[config.mk]
export PLATFORM = sky130hd
export DESIGN_NAME = prs_gen
export DESIGN_NICKNAME = d
export VERILOG_FILES = /design/src/rtl/prs_pkg.sv /design/src/rtl/prs_len_decode.sv /design/src/rtl/prs_step.sv /design/src/rtl/prs_rdmux.sv /design/src/rtl/prs_gen.sv
export SDC_FILE = /design/constraint.sdc
export NUM_CORES = 1
export LEC_CHECK = 0
export BUFFER_PORTS_ARGS = -buffer_cell sky130_fd_sc_hd__buf_2
export CORE_MARGIN = 2
export CORE_UTILIZATION = 35
export CTS_CLUSTER_DIAMETER = 80
export DETAILED_ROUTE_END_ITERATION = 8
export SYNTH_ARGS = -nofsm -noshare
export SYNTH_HDL_FRONTEND = slang
export SYNTH_SLANG_ARGS = --single-unit
[constraint.sdc]
create_clock -name clk -period 6.8 [get_ports clk]
set_input_delay 2.04 -clock clk [delete_from_list [all_inputs] [get_ports clk]]
set_output_delay 2.04 -clock clk [all_outputs]
set_load 0.05 [all_outputs]
[src/rtl/prs_pkg.sv]
package prs_pkg;

    typedef enum logic [1:0] {
        REG_STATE = 2'd0,
        REG_POLY  = 2'd1,
        REG_SEED  = 2'd2,
        REG_CTRL  = 2'd3
    } prs_addr_e;

endpackage

[src/rtl/prs_len_decode.sv]
module prs_len_decode #(
    parameter int W = 8
) (
    input  logic [W-1:0] poly,
    output logic [W-1:0] len_mask,
    output logic [W-1:0] top_sel
);

    // bit i is active when any polynomial bit at or above i is set
    for (genvar i = 0; i < W; i++) begin : g_suffix
        assign len_mask[i] = |poly[W-1:i];
    end

    assign top_sel = len_mask & ~(len_mask >> 1);

endmodule

[src/rtl/prs_step.sv]
module prs_step #(
    parameter int W = 8
) (
    input  logic [W-1:0] state,
    input  logic [W-1:0] poly,
    input  logic [W-1:0] len_mask,
    input  logic [W-1:0] top_sel,
    output logic [W-1:0] next_state,
    output logic         fb
);

    logic [W-1:0] taps;
    logic [W-1:0] mixed;
    logic [W-1:0] shifted;

    always_comb begin
        fb         = |(state & top_sel);
        taps       = poly & ~top_sel;
        mixed      = fb ? (state ^ taps) : state;
        shifted    = {mixed[W-2:0], fb};
        next_state = shifted & len_mask;
    end

endmodule

[src/rtl/prs_rdmux.sv]
module prs_rdmux
    import prs_pkg::*;
#(
    parameter int W = 8
) (
    input  prs_addr_e    addr,
    input  logic [W-1:0] state,
    input  logic [W-1:0] poly,
    input  logic [W-1:0] seed,
    input  logic         en,
    input  logic         armed,
    output logic [W-1:0] rdata
);

    always_comb begin
        unique case (addr)
            REG_STATE: rdata = '0;
            REG_POLY:  rdata = (armed && !en) ? state : poly;
            REG_SEED:  rdata = seed;
            REG_CTRL:  rdata = {{(W-1){1'b0}}, en};
            default:   rdata = '0;
        endcase
    end

endmodule

[src/rtl/prs_gen.sv]
module prs_gen
    import prs_pkg::*;
#(
    parameter int W = 8
) (
    input  logic         clk,
    input  logic         rst_n,
    input  logic [1:0]   bus_addr,
    input  logic         bus_wr,
    input  logic [W-1:0] bus_wdata,
    input  logic         bus_rd,
    output logic [W-1:0] bus_rdata,
    output logic         seq_out,
    output logic         irq
);

    typedef struct packed {
        logic [W-1:0] state;
        logic [W-1:0] poly;
        logic [W-1:0] seed;
        logic         en;
        logic         armed;
        logic         irq;
    } prs_regs_t;

    prs_regs_t    r_d, r_q;
    prs_addr_e    addr;
    logic [W-1:0] cur_mask, cur_top;
    logic [W-1:0] new_mask, new_top;
    logic [W-1:0] step_next;
    logic         step_fb;
    logic         wr_poly, wr_seed, wr_ctrl;

    assign addr = prs_addr_e'(bus_addr);

    prs_len_decode #(.W(W)) i_cur_len (
        .poly     (r_q.poly),
        .len_mask (cur_mask),
        .top_sel  (cur_top)
    );

    prs_len_decode #(.W(W)) i_new_len (
        .poly     (bus_wdata),
        .len_mask (new_mask),
        .top_sel  (new_top)
    );

    prs_step #(.W(W)) i_step (
        .state      (r_q.state),
        .poly       (r_q.poly),
        .len_mask   (cur_mask),
        .top_sel    (cur_top),
        .next_state (step_next),
        .fb         (step_fb)
    );

    prs_rdmux #(.W(W)) i_rdmux (
        .addr  (addr),
        .state (r_q.state),
        .poly  (r_q.poly),
        .seed  (r_q.seed),
        .en    (r_q.en),
        .armed (r_q.armed),
        .rdata (bus_rdata)
    );

    always_comb begin
        wr_poly = bus_wr && (addr == REG_POLY);
        wr_seed = bus_wr && (addr == REG_SEED);
        wr_ctrl = bus_wr && (addr == REG_CTRL);

        r_d = r_q;

        if (r_q.en) begin
            r_d.state = step_next;
        end
        if (wr_poly) begin
            r_d.poly  = bus_wdata;
            r_d.state = r_d.state & new_mask;
        end
        if (wr_seed) begin
            r_d.seed = bus_wdata;
            if (!r_q.en) begin
                r_d.state = bus_wdata & cur_mask;
            end
        end
        if (wr_ctrl) begin
            r_d.en = bus_wdata[0];
        end
        if (bus_rd) begin
            r_d.armed = (addr == REG_STATE) && !r_q.en;
        end
        r_d.irq = r_q.en && (r_d.state == r_d.seed);
    end

    always_ff @(posedge clk or negedge rst_n) begin
        if (!rst_n) begin
            r_q <= '0;
        end else begin
            r_q <= r_d;
        end
    end

    assign seq_out = r_q.en & step_fb;
    assign irq     = r_q.en & r_q.irq;

    AST_SEED_LOAD: assert property (@(posedge clk) disable iff (!rst_n)
        (!r_q.en && wr_seed) |=> (r_q.state == ($past(bus_wdata) & $past(cur_mask)))) else $error("seed load");

    AST_STATE_LIVE: assert property (@(posedge clk) disable iff (!rst_n)
        (r_q.en && (r_q.state != '0) && !bus_wr) |=> (r_q.state != '0)) else $error("state died");

    AST_ABOVE_LEN_ZERO: assert property (@(posedge clk) disable iff (!rst_n)
        ((r_q.state & ~cur_mask) == '0)) else $error("bits above length");

    AST_ADDR0_ZERO: assert property (@(posedge clk) disable iff (!rst_n)
        (bus_rd && addr == REG_STATE) |-> (bus_rdata == '0)) else $error("addr0 read");

    AST_HIDDEN_EN: assert property (@(posedge clk) disable iff (!rst_n)
        (r_q.en && addr == REG_POLY) |-> (bus_rdata == r_q.poly)) else $error("state exposed");

    AST_SEED_NO_DISTURB: assert property (@(posedge clk) disable iff (!rst_n)
        (r_q.en && wr_seed) |=> (r_q.state == $past(step_next))) else $error("seed disturbed run");

    AST_IRQ_MATCH: assert property (@(posedge clk) disable iff (!rst_n)
        irq |-> (r_q.state == r_q.seed)) else $error("irq without match");

    AST_FROZEN: assert property (@(posedge clk) disable iff (!rst_n)
        (!r_q.en && !wr_seed && !wr_poly) |=> $stable(r_q.state)) else $error("state moved");

endmodule

==> metrics.csv, run 1 <==
stage,metric,value,unit
detailed_routing,DR WL/cell,17.1,µm
worst_setup_path,Startpoint Class,input port,
sta,Slew HR,0.217,
sta,count of final setup violators,0,
hold_path,Hold Crit Depth,1,
sta,Fmax achieved,186,MHz
clocking,clock sink count,27,
clocking,Post-CTS Resized,0,
layout,Nets,263,
worst_setup_path,Setup crit end kind,output port,
clocking,clk_lat worst skew,270,ps
worst_setup_path,worst-case reg-to-reg path depth,8,
worst_setup_path,required time of the critical path,4760,ps
placement,pre-CTS setup slack,1450,ps
global_routing,vias in the first global route,1714,
sta,Final WS setup,1420,ps
layout,Top reg by flops,r_q,
layout,area delta synth->final,8.32,%
sta,final worst-path cycle share,0.790,
sta,clock skew,2.91,ps
die,Chip Width,79.9,µm
logic_synthesis,Mean Syn Cell Area,8.57,µm²
sta,"Hold Vio Cnt, Final",0,
hold_path,Hold Path End,r_q[1]$_DFFE_PN0P_,
outcome,status,completed,
global_routing,initial antenna violation count,0,
die,die footprint,6380,µm²
global_routing,first-pass GRT wire length,8.97,mm
logic_synthesis,Synth top area share,0.335,
sta,max-slew violation count,0,
layout,final core occ,0.394,
logic_synthesis,asr flop ratio synth,1.00,
logic_synthesis,most common cell in the synthesized netlist,nand2_1,
pwr,PwrDens,305,nW/µm²
placement,IO buf count,23,
worst_setup_path,WP data arrival,3340,ps
clocking,Root Buffer,clkbuf_8,
worst_setup_path,"Worst Path Class, Setup",input port to output port,
hold_path,hold_sp,r_q[1]$_DFFE_PN0P_,
clocking,Post-CTS Setup Repair Bufs,0,
logic_synthesis,sequential area share after synthesis,0.335,
logic_synthesis,Synth Cell Area,2010,µm²
logic_synthesis,Synth cell types,59,
layout,filler cell count in the final layout,595,
layout,Top Registers,r_q x27,
clocking,Num CTS Buffers,3,
layout,ANT cells,0,
pwr,Static Leak,0.933,nW
logic_synthesis,number of synthesized flops with an enable pin,0,
global_routing,GRT Residual Overflow,0,
worst_setup_path,worst reg2reg path endpoint,r_q[0]$_DFF_PN0_,
detailed_routing,DR vias/cell,5.63,
placement,gpl congestion,0.873,
logic_synthesis,syn_nets,249,
die,Initial Util,0.364,
sta,RSZ-0062 raised after global routing,no,
die,die height,79.9,µm
run,max_cap viols,0,
layout,layout cells sized above 1,0.194,
pwr,Max IR drop VDD,0.133,mV
clocking,TritonCTS clock tree,done,
die,row cnt,27,
worst_setup_path,register-to-register setup slack,3680,ps
detailed_routing,aggregate routed wire length,5.46,mm
layout,max reg flops,27,
die,Core Area,5540,µm²
layout,FF+latch area,676,µm²
logic_synthesis,main area contributors after synthesis,"dfrtp_1 (34%), nand2_1 (7.1%), mux2_2 (5.6%)",
logic_synthesis,YS warnings,0,
logic_synthesis,Synth Register Bits,27,
detailed_routing,via count,1801,
detailed_routing,router iterations before antenna repair,4,
placement,post-DP HPWL,4.01,mm
sta,Fin Hold WS,509,ps
logic_synthesis,most frequent cells after synthesis,"nand2_1 (38), dfrtp_1 (27), o21ai_0 (17)",
worst_setup_path,crit path max fanout,10,
sta,Setup TNS Final,0,ps
layout,area of the multi-input gates,1210,µm²
global_routing,Total GRT Usage,0.182,
clocking,clock buffer depth,2,
global_routing,pin count of the biggest net entering global routing,28,
detailed_routing,DRC violations left,0,
logic_synthesis,ys flop type,dfrtp_1,
detailed_routing,DRT antenna net count,0,
sta,crit path time final,5380,ps
detailed_routing,DR iter-0 viols,156,
sta,Slew @ Worst Pin,1170,ps
worst_setup_path,Critical R2R Launch,r_q[17]$_DFFE_PN0P_,
hold_path,Hold Path Class,register to register,
die,IO Pins,24,
clocking,"CTS clk-pin slew, worst paths",90,ps
clocking,cts hold-fix bufs,0,
logic_synthesis,cell count after synthesis,235,
logic_synthesis,Yosys top cell by area,dfrtp_1,
clocking,H-tree level count,1,
==> layout by cell type, fill, tap and decap left out, types with 6 or more instances in the layout <==
cell,Yosys,layout
buf_2,3,23
xnor2_1,6,6
nand2_1,38,38
inv_1,12,12
dfrtp_1,27,27
nor2_1,12,12
a21oi_1,12,12
mux2i_1,7,7
nand3_1,6,6
mux2_2,10,10
o21ai_0,17,17
==> cell type report <==
| type | instances | area share |
|---|---|---|
| Clock buffer | 4 | 0.0206 |
| Inverter | 12 | 0.0206 |
| Multi-Input combinational cell | 182 | 0.555 |
| Sequential cell | 27 | 0.310 |
| Tap cell | 72 | 0.0413 |
| Timing Repair Buffer | 23 | 0.0528 |
==> worst max-delay path by stage <==
stage                startpoint            to  slack (ps)  depth (start not counted)
floorplan           bus_addr[1]  bus_rdata[0]        1240                          3
global placement    bus_addr[1]  bus_rdata[1]        1440                          5
finish              bus_addr[1]  bus_rdata[1]        1420                          5
CTS                 bus_addr[1]  bus_rdata[4]        1450                          5
global route        bus_addr[1]  bus_rdata[1]        1270                          5
detailed placement  bus_addr[1]  bus_rdata[4]        1450                          5
==> critical path, cell delays in order <==
cell	delay (ps)
buf_2	170
nor2b_1	610
nand2_1	100
o21ai_0	120
buf_2	300
==> report_power, final <==
part	total, mW	switching (mW)	internal, mW
Sequential	0.263	0.0612	0.202
Clock	0.0914	0.0495	0.0419
Combinational	0.311	0.184	0.127
==> through the flow <==
step | instance area [µm²] | std cells | power [mW]
6_report | 2180 | 320 | 0.665
2_1_floorplan | 2010 | 235 | 0.504
3_5_place_dp | 2140 | 316 | 0.573
5_1_grt | 2180 | 320 | 0.718
4_1_cts | 2180 | 320 | 0.667
3_3_place_gp | 2140 | 316 | 0.569
==> routing by layer <==
metal	share of wire	GRT usage	up-vias	wire, µm
li1	-	-	876	-
met2	0.46	0.293	47	2490
met4	0.0075	0.0339	0	41
met1	0.49	0.260	874	2660
met5	0	0	-	0
met3	0.047	0.0271	4	257
==> cell families after synthesis <==
group                     Yosys count  synth area share
AOI/OAI and AO/OA                  59             0.202
xor gates and xnor gates            8            0.0348
buffers and inverters              26            0.0634
DFF                                27             0.335
muxes                              17            0.0907
and+or+nand+nor                    98             0.273
(Power assumes the default switching activity.)
==> inputs of run 2 (changes only) <==
clock period = 4.3 ns   (was 6.8 ns; I/O delays follow)
==> run 2 against run 1 <==
Effect of this change:
- combinational power grew 65%
- hold slack gained 1.9 ps
- design area grew 1.8%
- critical endpoint is now seq_out
==> metrics.csv, run 2 (synthesis gave the netlist of run 1 again) <==
stage,metric,value,unit,change
outcome,status,completed,,unchanged
worst_setup_path,Critical R2R Launch,r_q[17]$_DFFE_PN0P_,,unchanged
sta,Fin Hold WS,511,ps,was 509 ps
clocking,clock buffer depth,2,,unchanged
die,IO Pins,24,,unchanged
sta,Slew HR,0.578,,was 0.217
die,Chip Width,79.9,µm,unchanged
clocking,Post-CTS Setup Repair Bufs,0,,unchanged
clocking,H-tree level count,1,,unchanged
layout,"commonest non-fill, non-tap cells in the layout","nand2_1 (38), dfrtp_1 (27), buf_2 (23)",,unchanged
clocking,Root Buffer,clkbuf_8,,unchanged
worst_setup_path,register-to-register setup slack,1210,ps,was 3680 ps
hold_path,Hold Path End,r_q[4]$_DFF_PN0_,,was r_q[1]$_DFFE_PN0P_
worst_setup_path,worst-case reg-to-reg path depth,8,,unchanged
die,Core Area,5540,µm²,unchanged
sta,Slew @ Worst Pin,630,ps,was 1170 ps
clocking,TritonCTS clock tree,done,,unchanged
worst_setup_path,worst reg2reg path endpoint,r_q[0]$_DFF_PN0_,,unchanged
layout,"commonest non-fill, non-tap cell in the layout",nand2_1,,unchanged
worst_setup_path,Setup crit end kind,output port,,unchanged
sta,final worst-path cycle share,0.904,,
sta,count of final setup violators,0,,unchanged
global_routing,GRT Residual Overflow,0,,unchanged
global_routing,Total GRT Usage,0.190,,was 0.182
layout,Nets,268,,was 263
detailed_routing,DR WL/cell,17.4,µm,was 17.1 µm
placement,gpl congestion,0.931,,was 0.873
sta,Fmax achieved,257,MHz,
clocking,Post-CTS Resized,0,,unchanged
layout,max reg flops,27,,unchanged
clocking,clk_lat worst skew,290,ps,was 270 ps
sta,clock skew,8.60,ps,was 2.91 ps
worst_setup_path,"Worst Path Class, Setup",register to output port,,was input port to output port
clocking,Num CTS Buffers,3,,unchanged
detailed_routing,DRT antenna net count,0,,unchanged
die,Initial Util,0.364,,unchanged
pwr,PwrDens,483,nW/µm²,was 305 nW/µm²
global_routing,initial antenna violation count,0,,unchanged
hold_path,Hold Crit Depth,2,,was 1
global_routing,vias in the first global route,1684,,was 1714
hold_path,Hold Path Class,register to register,,unchanged
clocking,"CTS clk-pin slew, worst paths",100,ps,was 90 ps
sta,Setup TNS Final,0,ps,unchanged
sta,max-slew violation count,0,,unchanged
die,row cnt,27,,unchanged
run,max_cap viols,0,,unchanged
clocking,clock sink count,27,,unchanged
worst_setup_path,Startpoint Class,register,,was input port
pwr,Static Leak,0.961,nW,was 0.933 nW
detailed_routing,DRC violations left,0,,unchanged
layout,Top Registers,r_q x27,,unchanged
worst_setup_path,crit path max fanout,10,,unchanged
global_routing,pin count of the biggest net entering global routing,28,,unchanged
worst_setup_path,required time of the critical path,3010,ps,was 4760 ps
layout,ANT cells,0,,unchanged
hold_path,hold_sp,r_q[4]$_DFF_PN0_,,was r_q[1]$_DFFE_PN0P_
placement,post-DP HPWL,4.10,mm,was 4.01 mm
detailed_routing,DR iter-0 viols,140,,was 156
pwr,Final Total Pwr,1.07,mW,was 0.665 mW
layout,Top reg by flops,r_q,,unchanged
die,die height,79.9,µm,unchanged
pwr,Max IR drop VDD,0.269,mV,was 0.133 mV
layout,final instance area,2220,µm²,was 2180 µm²
sta,crit path time final,3890,ps,
detailed_routing,aggregate routed wire length,5.67,mm,was 5.46 mm
detailed_routing,via count,1833,,was 1801
global_routing,first-pass GRT wire length,9.20,mm,was 8.97 mm
placement,placed cell area,2170,µm²,was 2140 µm²
detailed_routing,DR vias/cell,5.64,,was 5.63
die,die footprint,6380,µm²,unchanged
sta,"Hold Vio Cnt, Final",0,,unchanged
placement,IO buf count,23,,unchanged
clocking,cts hold-fix bufs,0,,unchanged
sta,RSZ-0062 raised after global routing,no,,unchanged
layout,layout cells sized above 1,0.213,,was 0.194
layout,area delta synth->final,10.2,%,was 8.32%
worst_setup_path,WP data arrival,2600,ps,was 3340 ps
detailed_routing,router iterations before antenna repair,4,,unchanged
run 2: changes by cell type in the layout (fill, tap and decap cells not counted), sizes merged:
cell and delta:
clkbuf -1, clkinv +1, buf +5
run 2: metal layers:
metal | wire length, µm | GRT usage | share of wire
met4 | 72 | 0.0441 | 0.013
met5 | 0 | 0 | 0
met3 | 420 | 0.0339 | 0.074
met2 | 2630 | 0.295 | 0.46
met1 | 2550 | 0.275 | 0.45
run 2: worst max path at each step:
stage,from,endpoint,slack (ps)
after floorplan,bus_addr[1],bus_rdata[0],240
after global placement,bus_addr[0],r_q[0]$_DFF_PN0_,560
after detailed placement,bus_addr[0],r_q[0]$_DFF_PN0_,490
after CTS,r_q[17]$_DFFE_PN0P_,seq_out,430
after global routing,r_q[17]$_DFFE_PN0P_,seq_out,260
final,r_q[17]$_DFFE_PN0P_,seq_out,410
run 2: stage by stage:
stage	utilization	std cells	worst slack [ps]
6_report	0.401	325	411
2_1_floorplan	-	235	243
3_3_place_gp	0.393	321	561
5_1_grt	0.401	325	260
3_5_place_dp	0.393	321	486
4_1_cts	0.401	325	426
run 2: worst max-delay path, cell delays in order, from the launching register on:
cell,delay [ps]
dfrtp_1,500
or3_1,560
nor3b_4,320
or3_1,330
nor2_1,160
nor2_1,160
buf_2,280
run 2: final cells by class:
type	instances	area, µm²
Clock buffer	3	41.3
Timing Repair Buffer	28	153
Fill cell	594	3320
Clock inverter	1	5.00
Inverter	12	45.0
Tap cell	72	90.1
Multi-Input combinational cell	182	1210
Sequential cell	27	676
run 2: report_power, final:
part	total [mW]	switching (mW)	internal (mW)	leakage, nW
sequential	0.407	0.0877	0.319	0.333
clock	0.154	0.0890	0.0653	0.0255
combinational	0.512	0.306	0.206	0.602
total	1.07	0.483	0.590	0.961
